==> src/rtl/uts_pkg.sv <==
package uts_pkg;
  // Width of an index into a set of n items (at least one bit).
  function automatic int idx_width(input int n);
    return (n > 1) ? $clog2(n) : 1;
  endfunction

  // Counter width able to hold delay-1.
  function automatic int cnt_width(input int delay);
    return (delay > 2) ? $clog2(delay) : 1;
  endfunction
endpackage

==> src/rtl/uts_slot.sv <==
module uts_slot #(
  parameter int LINE_W = 16,
  parameter int NCORES = 8,
  parameter int TRIG_DELAY = 1000,
  parameter int CNT_W = 10
) (
  input  logic              clk,
  input  logic              rst_n,
  input  logic              load,
  input  logic [LINE_W-1:0] load_line,
  input  logic [NCORES-1:0] load_cons,
  input  logic              clear,
  output logic              busy,
  output logic [LINE_W-1:0] line,
  output logic [NCORES-1:0] cons,
  output logic [CNT_W-1:0]  cnt,
  output logic              due
);
  localparam logic [CNT_W-1:0] CNT_LOAD = CNT_W'(TRIG_DELAY - 1);

  always_ff @(posedge clk) begin
    if (!rst_n) begin
      busy <= 1'b0;
      line <= '0;
      cons <= '0;
      cnt  <= '0;
    end else if (load) begin
      busy <= 1'b1;
      line <= load_line;
      cons <= load_cons;
      cnt  <= CNT_LOAD;
    end else if (clear) begin
      busy <= 1'b0;
      cnt  <= '0;
    end else if (busy && cnt != '0) begin
      cnt <= cnt - 1'b1;
    end
  end

  assign due = busy && (cnt == '0);
endmodule

==> src/rtl/uts_pick.sv <==
module uts_pick #(
  parameter int N = 4
) (
  input  logic [N-1:0] req,
  output logic [N-1:0] grant,
  output logic         any
);
  always_comb begin
    logic found;
    grant = '0;
    found = 1'b0;
    for (int i = 0; i < N; i++) begin
      if (req[i] && !found) begin
        grant[i] = 1'b1;
        found    = 1'b1;
      end
    end
  end

  assign any = |req;
endmodule

==> src/rtl/upd_trigger_sched.sv <==
module upd_trigger_sched #(
  parameter int LINE_W     = 16,
  parameter int NCORES     = 8,
  parameter int NUM_SLOTS  = 4,
  parameter int TRIG_DELAY = 1000,
  localparam int CORE_W    = uts_pkg::idx_width(NCORES)
) (
  input  logic              clk,
  input  logic              rst_n,
  input  logic              dyn_mode,
  input  logic              wr_valid,
  input  logic [LINE_W-1:0] wr_line,
  input  logic [NCORES-1:0] wr_consumers,
  input  logic              rd_valid,
  input  logic [LINE_W-1:0] rd_line,
  input  logic [CORE_W-1:0] rd_core,
  output logic              trig_valid,
  output logic [LINE_W-1:0] trig_line,
  output logic [NCORES-1:0] trig_consumers,
  output logic              add_valid,
  output logic [CORE_W-1:0] add_core
);
  localparam int CNT_W = uts_pkg::cnt_width(TRIG_DELAY);

  function automatic logic [NCORES-1:0] core_bit(input logic [CORE_W-1:0] c);
    return NCORES'(1) << c;
  endfunction

  function automatic logic [NCORES-1:0] strip_reader(input logic [NCORES-1:0] v,
                                                     input logic [CORE_W-1:0] c);
    return v & ~core_bit(c);
  endfunction

  // Slot table state, brought out for the checker.
  logic [NUM_SLOTS-1:0]             slot_busy;
  logic [NUM_SLOTS-1:0]             slot_due;
  logic [NUM_SLOTS-1:0][LINE_W-1:0] slot_line;
  logic [NUM_SLOTS-1:0][NCORES-1:0] slot_cons;
  logic [NUM_SLOTS-1:0][CNT_W-1:0]  slot_cnt;

  // Named internal events.
  logic [NUM_SLOTS-1:0] wr_hit_vec, rd_hit_vec;
  logic [NUM_SLOTS-1:0] alloc_gnt, load_vec;
  logic [NUM_SLOTS-1:0] early_vec, due_eff, due_gnt, fire_vec;
  logic                 wr_hit_any, free_any, alloc_ok, early_any, due_any;
  logic [LINE_W-1:0]    sel_line;
  logic [NCORES-1:0]    sel_cons, push_cons;
  logic                 reader_new;

  always_comb begin
    for (int i = 0; i < NUM_SLOTS; i++) begin
      wr_hit_vec[i] = wr_valid && slot_busy[i] && (slot_line[i] == wr_line);
      rd_hit_vec[i] = rd_valid && slot_busy[i] && (slot_line[i] == rd_line);
    end
  end

  assign wr_hit_any = |wr_hit_vec;

  uts_pick #(.N(NUM_SLOTS)) u_alloc_pick (
    .req   (~slot_busy),
    .grant (alloc_gnt),
    .any   (free_any)
  );

  assign alloc_ok = wr_valid && !wr_hit_any && free_any;
  assign load_vec = wr_hit_vec | (alloc_ok ? alloc_gnt : '0);

  // Early push: only in dynamic mode, and a same-cycle write to the line wins.
  assign early_vec = dyn_mode ? (rd_hit_vec & ~wr_hit_vec) : '0;
  assign early_any = |early_vec;

  assign due_eff = slot_due & ~wr_hit_vec;

  uts_pick #(.N(NUM_SLOTS)) u_due_pick (
    .req   (due_eff),
    .grant (due_gnt),
    .any   (due_any)
  );

  assign fire_vec = early_any ? early_vec : due_gnt;

  always_comb begin
    sel_line = '0;
    sel_cons = '0;
    for (int i = 0; i < NUM_SLOTS; i++) begin
      if (fire_vec[i]) begin
        sel_line = sel_line | slot_line[i];
        sel_cons = sel_cons | slot_cons[i];
      end
    end
  end

  assign push_cons  = early_any ? strip_reader(sel_cons, rd_core) : sel_cons;
  assign reader_new = early_any && ((sel_cons & core_bit(rd_core)) == '0);

  for (genvar g = 0; g < NUM_SLOTS; g++) begin : g_slot
    uts_slot #(
      .LINE_W     (LINE_W),
      .NCORES     (NCORES),
      .TRIG_DELAY (TRIG_DELAY),
      .CNT_W      (CNT_W)
    ) u_slot (
      .clk       (clk),
      .rst_n     (rst_n),
      .load      (load_vec[g]),
      .load_line (wr_line),
      .load_cons (wr_consumers),
      .clear     (fire_vec[g]),
      .busy      (slot_busy[g]),
      .line      (slot_line[g]),
      .cons      (slot_cons[g]),
      .cnt       (slot_cnt[g]),
      .due       (slot_due[g])
    );
  end

  always_ff @(posedge clk) begin
    if (!rst_n) begin
      trig_valid     <= 1'b0;
      trig_line      <= '0;
      trig_consumers <= '0;
      add_valid      <= 1'b0;
      add_core       <= '0;
    end else begin
      trig_valid     <= early_any || due_any;
      trig_line      <= sel_line;
      trig_consumers <= push_cons;
      add_valid      <= reader_new;
      add_core       <= rd_core;
    end
  end
endmodule

==> config.mk <==
export PLATFORM = sky130hd
export DESIGN_NAME = upd_trigger_sched
export DESIGN_NICKNAME = d
export VERILOG_FILES = /design/src/rtl/uts_pkg.sv /design/src/rtl/uts_slot.sv /design/src/rtl/uts_pick.sv /design/src/rtl/upd_trigger_sched.sv
export SDC_FILE = /design/constraint.sdc
export NUM_CORES = 1
export LEC_CHECK = 0
export BUFFER_PORTS_ARGS = -buffer_cell sky130_fd_sc_hd__buf_2
export CAP_MARGIN = 20
export CORE_MARGIN = 4
export CORE_UTILIZATION = 55
export DETAILED_ROUTE_END_ITERATION = 16
export HOLD_SLACK_MARGIN = 0.06
export PLACE_DENSITY = 0.77
export SLEW_MARGIN = 20
export SYNTH_ARGS = -nofsm -noshare
export SYNTH_HDL_FRONTEND = slang
export SYNTH_SLANG_ARGS = --single-unit
==> constraint.sdc <==
create_clock -name clk -period 3.3 [get_ports clk]
set_input_delay 0.825 -clock clk [delete_from_list [all_inputs] [get_ports clk]]
set_output_delay 0.825 -clock clk [all_outputs]
set_load 0.03 [all_outputs]
==> results of run 1 <==
[final timing paths]
| check | cells after the start | start | slack (ns) | endpoint |
|---|---|---|---|---|
| max | 12 | rd_line[14] | 0.12 | add_valid$_SDFF_PN0_ |
| min reg2reg | 2 | g_slot[1].u_slot.cnt[4]$_SDFFE_PP0P_ | 0.48 | g_slot[1].u_slot.cnt[4]$_SDFFE_PP0P_ |
| max reg2reg | 12 | g_slot[2].u_slot.line[15]$_SDFFE_PN0P_ | 0.22 | add_valid$_SDFF_PN0_ |
| min | 2 | g_slot[1].u_slot.cnt[4]$_SDFFE_PP0P_ | 0.48 | g_slot[1].u_slot.cnt[4]$_SDFFE_PP0P_ |
[state kept, by name, indices dropped and copies added (netlist names)]
signal / count
g_slot.u_slot.line: 64
g_slot.u_slot.cnt: 40
g_slot.u_slot.cons: 32
trig_line: 16
trig_consumers: 8
g_slot.u_slot.busy: 4
add_core: 3
add_valid: 1
trig_valid: 1
[timing repair]
item,in CTS,in global routing
hold buffers,0,0
setup buffers,0,1
gates resized for setup,0,5
endpoints found under the setup margin,0,1
[cells in the mapped netlist, types with 7 or more instances]
cell type and count:
nand3_1 21, buf_2 30, nor2_1 133, clkbuf_1 35, o21ai_0 8, nor4_1 36, dfxtp_1 169, or4_1 8
a22oi_1 39, inv_1 17, nor3_1 23, mux2i_1 96, and3_1 7, xnor2_1 65, xor2_1 98, and2_1 7
a21oi_1 60, nand4_1 24, ha_1 7, nand2_1 74
[worst max-delay path: stages]
cell,delay (ns)
buf_2,0.15
xor2_1,0.19
or4_1,0.56
nor4_1,0.35
nand2_1,0.17
o2111ai_2,0.27
o41ai_4,0.09
buf_4,0.19
a222oi_1,0.24
nand2_1,0.13
a22oi_1,0.20
o221a_1,0.20
[final cells by class]
type | count | area, sq um | share of cell area
well taps | 216 | 270 | 0.0238
clock inverters | 15 | 171 | 0.0151
repair buffers | 227 | 1680 | 0.148
clock buffers | 17 | 425 | 0.0374
flip-flops and latches | 169 | 3380 | 0.298
multi-input cells | 779 | 5350 | 0.471
inverters | 21 | 81.3 | 0.00716
[through the flow]
step	setup TNS, ns	util
2_1_floorplan	0	-
3_3_place_gp	-3.51	0.668
3_5_place_dp	-9.05	0.668
4_1_cts	0	0.705
5_1_grt	0	0.707
6_report	0	0.707
[layer usage]
metal	routed length [um]	vias to the layer above
li1	-	3997
met5	0	-
met1	13200	4058
met3	2500	60
met2	13200	384
met4	798	0
[cell usage in the layout, fill, tap and decap left out, types with 23 or more instances in the layout]
cell type  synthesis  final
xor2_1            98     97
nand2_1           74     74
a22oi_1           39     39
xnor2_1           65     65
dfxtp_1          169    169
buf_2             30     76
mux2i_1           96     96
a21oi_1           60     60
nor2_1           133    133
nand4_1           24     24
buf_4              3    138
nor3_1            23     23
nor4_1            36     35
[cell families after synthesis]
logic type	synth area share
mux	0.105
flops	0.371
buf+inv	0.0473
fa+ha+maj	0.00960
xor+xnor	0.156
simple gates	0.198
compound gates	0.112
[power by group]
part	internal [mW]	total (mW)	switching, mW
sequential	2.11	2.19	0.0788
combinational	0.342	0.796	0.454
clock	1.02	2.01	0.983
total	3.47	4.99	1.52
==> summary.txt, run 1 <==
Run status
  – Outcome: finished clean

STA
  – Max Freq: 0.314 GHz
  – Final hold slack: 0.480 ns
  – Final WS setup: 0.119 ns
  – Post-layout min period: 3.18 ns
  – Worst slew pin tran: 0.522 ns
  – RSZ-0062 raised after global routing: false
  – Slew margin rel.: 0.651
  – Hold Vio Cnt, Final: 0
  – Worst-case clock skew: 0.0133 ns
  – # setup viols final: 0
  – Final Max Slew Viols: 0
  – Period utilization: 0.964

Synthesis
  – Post-synthesis cell type count: 66
  – Area leader, netlist: dfxtp_1
  – Sequential-to-total area share from yosys stat: 0.371
  – YS warnings: 0
  – Yosys reg bits: 169
  – Share of Yosys cell area claimed by the top area cell type: 0.371
  – FFs w/ async S/R, synth: 0
  – Post-Syn Instances: 1,043
  – Top post-synthesis cells by area: dfxtp_1 37%, mux2i_1 11%, xor2_1 9.4%, xnor2_1 6.2%, nor2_1 5.5%
  – Syn Nets: 1,098
  – Mapped Area: 9120 sq um
  – Number of flops mapped to enable cells by yosys: 0
  – Synth Flop Type: dfxtp_1
  – Syn_area_per_cell: 8.75 sq um

Global route
  – Largest net degree at the start of global routing: 64
  – Vias in the first global route: 8,230
  – Global-route wire length before repair: 46,000 um
  – GR peak layer: met2
  – GRT Total Usage: 0.322
  – Antenna violations before repair: 0
  – Met2 usage: 0.500
  – Routing usage on met1: 0.449
  – Met3 Usage GRT: 0.0710
  – GRT overflow: 0

Floorplanning
  – Num ports: 77
  – Die extent in y: 137 um
  – Core area: 16,100 sq um
  – Starting Density: 0.568
  – Die area: 18,700 sq um
  – Die width: 137 um
  – Rows: 46

Place
  – Post-place setup slack: -0.283 ns
  – Area after DPL: 10,700 sq um
  – DP Cell Count: 1,411
  – Buffers on Ports: 76
  – HPWL Detailed: 22,500 um
  – Routability cong.: 1.09

Setup path
  – Critical path required time: 3.68 ns
  – WP data arrival: 3.56 ns
  – Startpoint Class: primary input
  – CP Capture Type: flip-flop
  – Crit Path Max Fanout: 8
  – WS Path Type: primary input to flip-flop

Power and ir drop
  – PD cells: 439 nW/um^2
  – Leakage power: 5.28 nW
  – Worst ir drop on vdd: 0.440 mV
  – Power, Total: 4.99 mW

Clocking
  – Clock Path Buffers: 2
  – Sink Count: 169
  – Root Buffer: clkbuf_16
  – Htree depth: 4
  – CTS tree: done
  – Clock-pin slew on the worst setup and hold paths: 0.07 ns
  – CTS buffer count: 17
  – Later-pin clock latency in the skew report: 0.44 ns

Final layout
  – Layout Nets: 1,270
  – Post-Layout Cell Count: 1,444
  – Layout area overhead: 24.5%
  – Number of diodes: 0
  – Design Area, Final: 11,400 sq um
  – Layout cells sized above 1: 0.235
  – Fillers: 1,259

Routing
  – DR vias: 8,499
  – Final ANT Viol Nets: 0
  – Vias per cell: 5.89
  – DRT Wirelength: 29,800 um
  – Detailed Routing Iterations Pass 1: 6
  – # DRC: 0
  – Routed len/inst: 20.6 um
  – DR iter-0 viols: 819

Hold path
  – Worst min path class: flip-flop to flip-flop

Run
  – Max-cap violations: 0
Note: power is estimated with default switching activity, not from simulation.
==> run 2, diff against run 1 <==
- clock period: 3.3 -> 2.7 ns (I/O delays scaled with it)
==> run 2 against run 1 <==
Net effect: the flow now finishes with violations (negative setup slack); design area is 16% higher; sequential cell count stayed put; sequential power is 22% higher; largest power group unchanged; via count is 13% higher; core utilization is 11 points higher; first-iteration DRC count is 25% higher; clock power is 25% higher; wire length is 21% higher; non-clock buffer count is 103 higher; largest cell class unchanged; register-to-register slack worse by 0.68 ns.
==> summary.txt, run 2 (same netlist as run 1, synthesis figures left out) <==
Setup path
  – CP Capture Type: flip-flop
  – Crit Path Max Fanout: 7
  – R2r worst-path depth: 11
  – Critical-path cell list: buf_8, xor2_4, or4b_4, nor4_4, nand2_1, nand4_1, nor2_2, nor2_4, buf_12, buf_16, mux2i_1, nor2_1
  – Crit-path slowest cell: or4b_4
  – WP data arrival: 3.47 ns
  – Startpoint Class: primary input
  – Critical path required time: 3.01 ns
  – WS Path Type: primary input to flip-flop
  – CP bufs+invs: 3
  – Worst path depth: 12
  – Critical path's top delay family: simple AND/OR/NAND/NOR gates
  – Crit path largest cell delay: 0.56 ns

STA
  – Worst-case clock skew: 0.00988 ns
  – Post-layout min period: 3.16 ns
  – Slew margin rel.: 0.616
  – Hold Vio Cnt, Final: 0
  – Final hold slack: 0.505 ns
  – Final WS setup: -0.463 ns
  – RSZ-0062 raised after global routing: true
  – Worst slew pin tran: 0.572 ns
  – Max Freq: 0.316 GHz
  – Period utilization: 1.17
  – # setup viols final: 159
  – Final Max Slew Viols: 0

Power and ir drop
  – PD cells: 489 nW/um^2
  – Power share of the clock group: 0.392
  – Cell Int Power: 4.46 mW
  – Part of the power in registers: 0.414
  – Combinational cell fraction of total power: 0.194
  – Switching part of the total: 0.308
  – Power, Total: 6.44 mW
  – Leakage power: 6.06 nW
  – Psw: 1.99 mW
  – Worst ir drop on vdd: 0.473 mV

Routing
  – Final ANT Viol Nets: 0
  – Routed len/inst: 23.3 um
  – DRT Wirelength: 36,000 um
  – DR iter-0 viols: 1,023
  – Detailed Routing Iterations Pass 1: 6
  – # DRC: 0
  – DR vias: 9,577
  – Vias per cell: 6.19

Place
  – HPWL Detailed: 23,500 um
  – Routability cong.: 1.07
  – Buffers on Ports: 76
  – DP Cell Count: 1,482

Clocking
  – Root Buffer: clkbuf_16
  – Clock-pin slew on the worst setup and hold paths: 0.07 ns
  – Sink Count: 169
  – Htree depth: 4
  – CTS Hold Buffers Added: 0
  – CTS tree: done
  – Clock Path Buffers: 2
  – Later-pin clock latency in the skew report: 0.44 ns
  – CTS buffer count: 17

Final layout
  – Post-Layout Cell Count: 1,548
  – Most frequent cells in the layout: 211 x buf_4, 156 x dfxtp_1, 129 x nor2_1
  – FF+latch area: 3400 sq um
  – Biggest registers after layout: g_slot.u_slot.line x64, g_slot.u_slot.cnt x40, g_slot.u_slot.cons x32
  – Commonest non-fill, non-tap cell in the layout: buf_4
  – Multi-input logic area: 6090 sq um
  – Layout Nets: 1,373
  – Layout area overhead: 44.5%
  – Fillers: 930
  – Largest register FFs: 64
  – Layout cells sized above 1: 0.382
  – Top reg by flops: g_slot.u_slot.line

Run status
  – Outcome: complete, but fails checks
  – Failing checks: negative setup slack

Floorplanning
  – Core area: 16,100 sq um
  – Rows: 46
  – Num ports: 77
  – Die extent in y: 137 um
  – Die area: 18,700 sq um
  – Starting Density: 0.568
  – Die width: 137 um

Hold path
  – Hold path depth: 2
  – Worst min path class: flip-flop to flip-flop

Global route
  – GRT Total Usage: 0.362
  – Vias in the first global route: 9,270
  – Largest net degree at the start of global routing: 46
  – Global-route wire length before repair: 51,600 um
  – Antenna violations before repair: 1
  – GRT overflow: 0

Run
  – Max-cap violations: 0
-- run 2: changes by cell type in the layout (fill, tap and decap cells not counted), moves of 14 or more --
cell,previous run,this run
a21oi_1,60,44
buf_4,138,211
a21oi_2,0,16
a22oi_2,1,18
xor2_1,97,78
a22oi_1,39,22
nor4_1,35,21
buf_6,0,22
-- run 2: cell type report --
cell class                      instances  area share
Multi-Input combinational cell        779       0.462
Antenna cell                            1    0.000190
Timing Repair Buffer                  330       0.206
Clock buffer                           17      0.0323
Tap cell                              216      0.0205
Sequential cell                       169       0.258
Clock inverter                         15      0.0137
Inverter                               21     0.00674
-- run 2: worst paths after layout --
check                                         from                                     to  slack, ns
min          g_slot[2].u_slot.cons[4]$_SDFFE_PN0P_           trig_consumers[4]$_SDFF_PN0_       0.51
max reg2reg  g_slot[3].u_slot.line[4]$_SDFFE_PN0P_  g_slot[0].u_slot.line[1]$_SDFFE_PN0P_      -0.46
min reg2reg  g_slot[2].u_slot.cons[4]$_SDFFE_PN0P_           trig_consumers[4]$_SDFF_PN0_       0.51
max                                     wr_line[4]  g_slot[0].u_slot.line[1]$_SDFFE_PN0P_      -0.46
-- run 2: timing repair --
action / 4_1_cts / 5_1_grt
resized for setup: 71 / 117
setup endpoints to repair: 65 / 165
pin swaps: 30 / 50
gates cloned: 4 / 4
setup buffers: 15 / 18
-- run 2: layer usage --
metal  vias up  global-route usage  wire, um
met2       565               0.575     16700
met4         0               0.165      1830
met5         -                   0         0
met1      4673               0.478     14400
li1       4187                   -         -
met3       152              0.0710      3090
-- run 2: power by group through the flow --
stage	sequential (mW)	combinational [mW]	clock, mW
6_report	2.67	1.25	2.52
5_1_grt	2.67	1.31	2.63
3_3_place_gp	2.71	1.01	0
2_1_floorplan	2.71	0.577	0
4_1_cts	2.66	1.11	2.52
3_5_place_dp	2.71	1.03	0
-- run 2: stage by stage --
| stage | setup WS (ns) | setup TNS, ns | area [sq um] | util |
|---|---|---|---|---|
| after detailed placement | -0.754 | -73.29 | 11300 | 0.704 |
| after floorplan | -0.422 | -17.90 | 9390 | - |
| after CTS | -0.231 | -2.17 | 12500 | 0.776 |
| after global placement | -0.682 | -69.85 | 11300 | 0.704 |
| after global routing | -0.461 | -29.78 | 13200 | 0.821 |
| final | -0.463 | -24.61 | 13200 | 0.821 |
-- run 2: tightest hold or removal path, cell delays in order, from the launching register on --
cell and delay (ns):
dfxtp_1 0.34, nand2_2 0.08, a21oi_2 0.04
==> run 3, diff against run 2 <==
- CTS_CLUSTER_SIZE: unset -> 40
- PLACE_DENSITY: 0.77 -> unset
- PLACE_DENSITY_LB_ADDON: unset -> 0.15
==> run 3 against run 2 <==
Net effect: the flow still finishes with violations (negative setup slack); worst hold slack worse by 0.030 ns; die area unchanged; setup slack better by 0.12 ns; critical endpoint is now add_valid$_SDFF_PN0_; highest routed layer unchanged.
==> summary.txt, run 3 (same netlist as run 1, synthesis figures left out) <==
Floorplanning
  – Die area: 18,700 sq um
  – Core area: 16,100 sq um
  – Die width: 137 um
  – Die extent in y: 137 um
  – Num ports: 77
  – Starting Density: 0.568
  – Rows: 46

Setup path
  – Critical path required time: 3.09 ns
  – Worst path depth: 12
  – Startpoint Class: primary input
  – CP Capture Type: flip-flop
  – Critical path's top delay family: compound AO/OA/AOI/OAI gates
  – Crit-path slowest cell: or4_4
  – Critical Path Sink: add_valid$_SDFF_PN0_
  – Reg-to-Reg Start: g_slot[0].u_slot.line[12]$_SDFFE_PN0P_
  – Reg2Reg Setup Slack: -0.32 ns
  – CP bufs+invs: 2
  – R2R Path End: add_valid$_SDFF_PN0_
  – WP data arrival: 3.43 ns
  – Crit Path Max Fanout: 4
  – R2r worst-path depth: 11
  – CP Launch Point: rd_line[12]
  – Critical-path cell list: buf_2, xor2_1, nor4_2, nand4_1, or4_4, o21ai_4, o21ai_2, buf_4, a32oi_1, o2111ai_2, a221oi_2, o221a_1
  – Crit path largest cell delay: 0.44 ns
  – WS Path Type: primary input to flip-flop

Global route
  – Largest net degree at the start of global routing: 69
  – Vias in the first global route: 8,786
  – GR peak layer: met2
  – Met2 usage: 0.544
  – GRT overflow: 0
  – Met3 Usage GRT: 0.0809
  – Routing usage on met1: 0.491
  – Antenna violations before repair: 0
  – Global-route wire length before repair: 50,300 um
  – GRT Total Usage: 0.354

Clocking
  – CTS tree: done
  – Clock-pin slew on the worst setup and hold paths: 0.07 ns
  – CTS buffer count: 17
  – CTS Hold Buffers Added: 0
  – Sink Count: 169
  – Later-pin clock latency in the skew report: 0.44 ns
  – Htree depth: 4
  – Root Buffer: clkbuf_16
  – Clock Path Buffers: 2

STA
  – # setup viols final: 155
  – Final WS setup: -0.343 ns
  – RSZ-0062 raised after global routing: true
  – Hold Vio Cnt, Final: 0
  – Post-layout min period: 3.04 ns
  – Period utilization: 1.13
  – Final Max Slew Viols: 0
  – Final hold slack: 0.476 ns
  – Slew margin rel.: 0.639
  – Max Freq: 0.329 GHz
  – Worst-case clock skew: 0.0126 ns
  – Worst slew pin tran: 0.542 ns

Power and ir drop
  – Leakage power: 6.15 nW
  – Worst ir drop on vdd: 0.655 mV
  – PD cells: 487 nW/um^2

Routing
  – DR vias: 9,395
  – DR iter-0 viols: 999
  – Routed len/inst: 22.9 um
  – DRT Wirelength: 35,400 um
  – Detailed Routing Iterations Pass 1: 5
  – # DRC: 0
  – Vias per cell: 6.07
  – Final ANT Viol Nets: 0

Final layout
  – Fillers: 916
  – Most frequent cells in the layout: 208 x buf_4, 145 x dfxtp_1, 131 x nor2_1
  – Biggest registers after layout: g_slot.u_slot.line x64, g_slot.u_slot.cnt x40, g_slot.u_slot.cons x32
  – Multi-input logic area: 6280 sq um
  – Largest register FFs: 64
  – Layout Nets: 1,373
  – Number of diodes: 0
  – Post-Layout Cell Count: 1,547
  – Top reg by flops: g_slot.u_slot.line
  – FF+latch area: 3410 sq um
  – Layout cells sized above 1: 0.407
  – Layout area overhead: 47.8%
  – Commonest non-fill, non-tap cell in the layout: buf_4

Place
  – HPWL Detailed: 23,000 um
  – Routability cong.: 1.06
  – DP Cell Count: 1,471
  – Buffers on Ports: 76

Run status
  – Failing checks: negative setup slack
  – Outcome: complete, but fails checks

Hold path
  – Worst min path class: flip-flop to flip-flop

Run
  – Max-cap violations: 0
==> run 3: worst min-delay path by stage <==
| stage | startpoint | to | cells after the start |
|---|---|---|---|
| 6_report | g_slot[1].u_slot.cnt[4]$_SDFFE_PP0P_ | g_slot[1].u_slot.cnt[4]$_SDFFE_PP0P_ | 2 |
| 4_1_cts | g_slot[1].u_slot.cnt[4]$_SDFFE_PP0P_ | g_slot[1].u_slot.cnt[4]$_SDFFE_PP0P_ | 2 |
| 5_1_grt | wr_line[11] | g_slot[2].u_slot.line[11]$_SDFFE_PN0P_ | 3 |
| 3_3_place_gp | g_slot[1].u_slot.cnt[4]$_SDFFE_PP0P_ | g_slot[1].u_slot.cnt[4]$_SDFFE_PP0P_ | 2 |
| 2_1_floorplan | g_slot[1].u_slot.cnt[4]$_SDFFE_PP0P_ | g_slot[1].u_slot.cnt[4]$_SDFFE_PP0P_ | 2 |
| 3_5_place_dp | g_slot[1].u_slot.cnt[4]$_SDFFE_PP0P_ | g_slot[1].u_slot.cnt[4]$_SDFFE_PP0P_ | 2 |
==> run 3: power breakdown <==
part           leakage, nW  internal (mW)  total, mW  switching [mW]
Clock                0.299           1.42       2.60            1.19
Combinational         4.47          0.583       1.29           0.704
Sequential            1.38           2.58       2.68          0.0970
Total                 6.15           4.58       6.57            1.99
==> run 3: timing repair <==
item / 4_1_cts / 5_1_grt
setup buffers: 11 / 29
setup endpoints to repair: 91 / 165
gates resized for setup: 79 / 167
pin swaps: 22 / 41
gates cloned: 6 / 3
==> run 3: area by class of cell <==
class	instances	area share
clock buffer	17	0.0316
clock inverter	15	0.0149
inverter	21	0.00687
multi-input combinational	779	0.466
sequential	169	0.253
tap	216	0.0200
timing repair buffer	330	0.208
==> run 3: metal layers <==
layer | share of wire | up-vias | routed length, um
met3 | 0.090 | 112 | 3170
met4 | 0.035 | 0 | 1220
met2 | 0.46 | 527 | 16200
met5 | 0 | - | 0
li1 | - | 4179 | -
met1 | 0.42 | 4577 | 14800
==> run 3: worst reg2reg max path, stage by stage (launching register included) <==
cell,delay (ns)
dfxtp_2,0.36
xor2_1,0.22
nor4_2,0.35
nand4_1,0.14
or4_4,0.44
o21ai_4,0.23
o21ai_2,0.12
buf_4,0.15
a32oi_1,0.26
o2111ai_2,0.22
a221oi_2,0.28
o221a_1,0.21
==> run 3: stage by stage <==
stage	utilization	setup TNS [ns]	area, sq um	power, mW	worst slack [ns]
2_1_floorplan	-	-17.90	9390	3.29	-0.422
3_3_place_gp	0.698	-73.97	11200	3.72	-0.792
3_5_place_dp	0.698	-77.15	11200	3.73	-0.813
4_1_cts	0.779	-1.72	12500	6.37	-0.218
5_1_grt	0.839	-20.74	13500	6.75	-0.444
6_report	0.839	-13.61	13500	6.57	-0.343
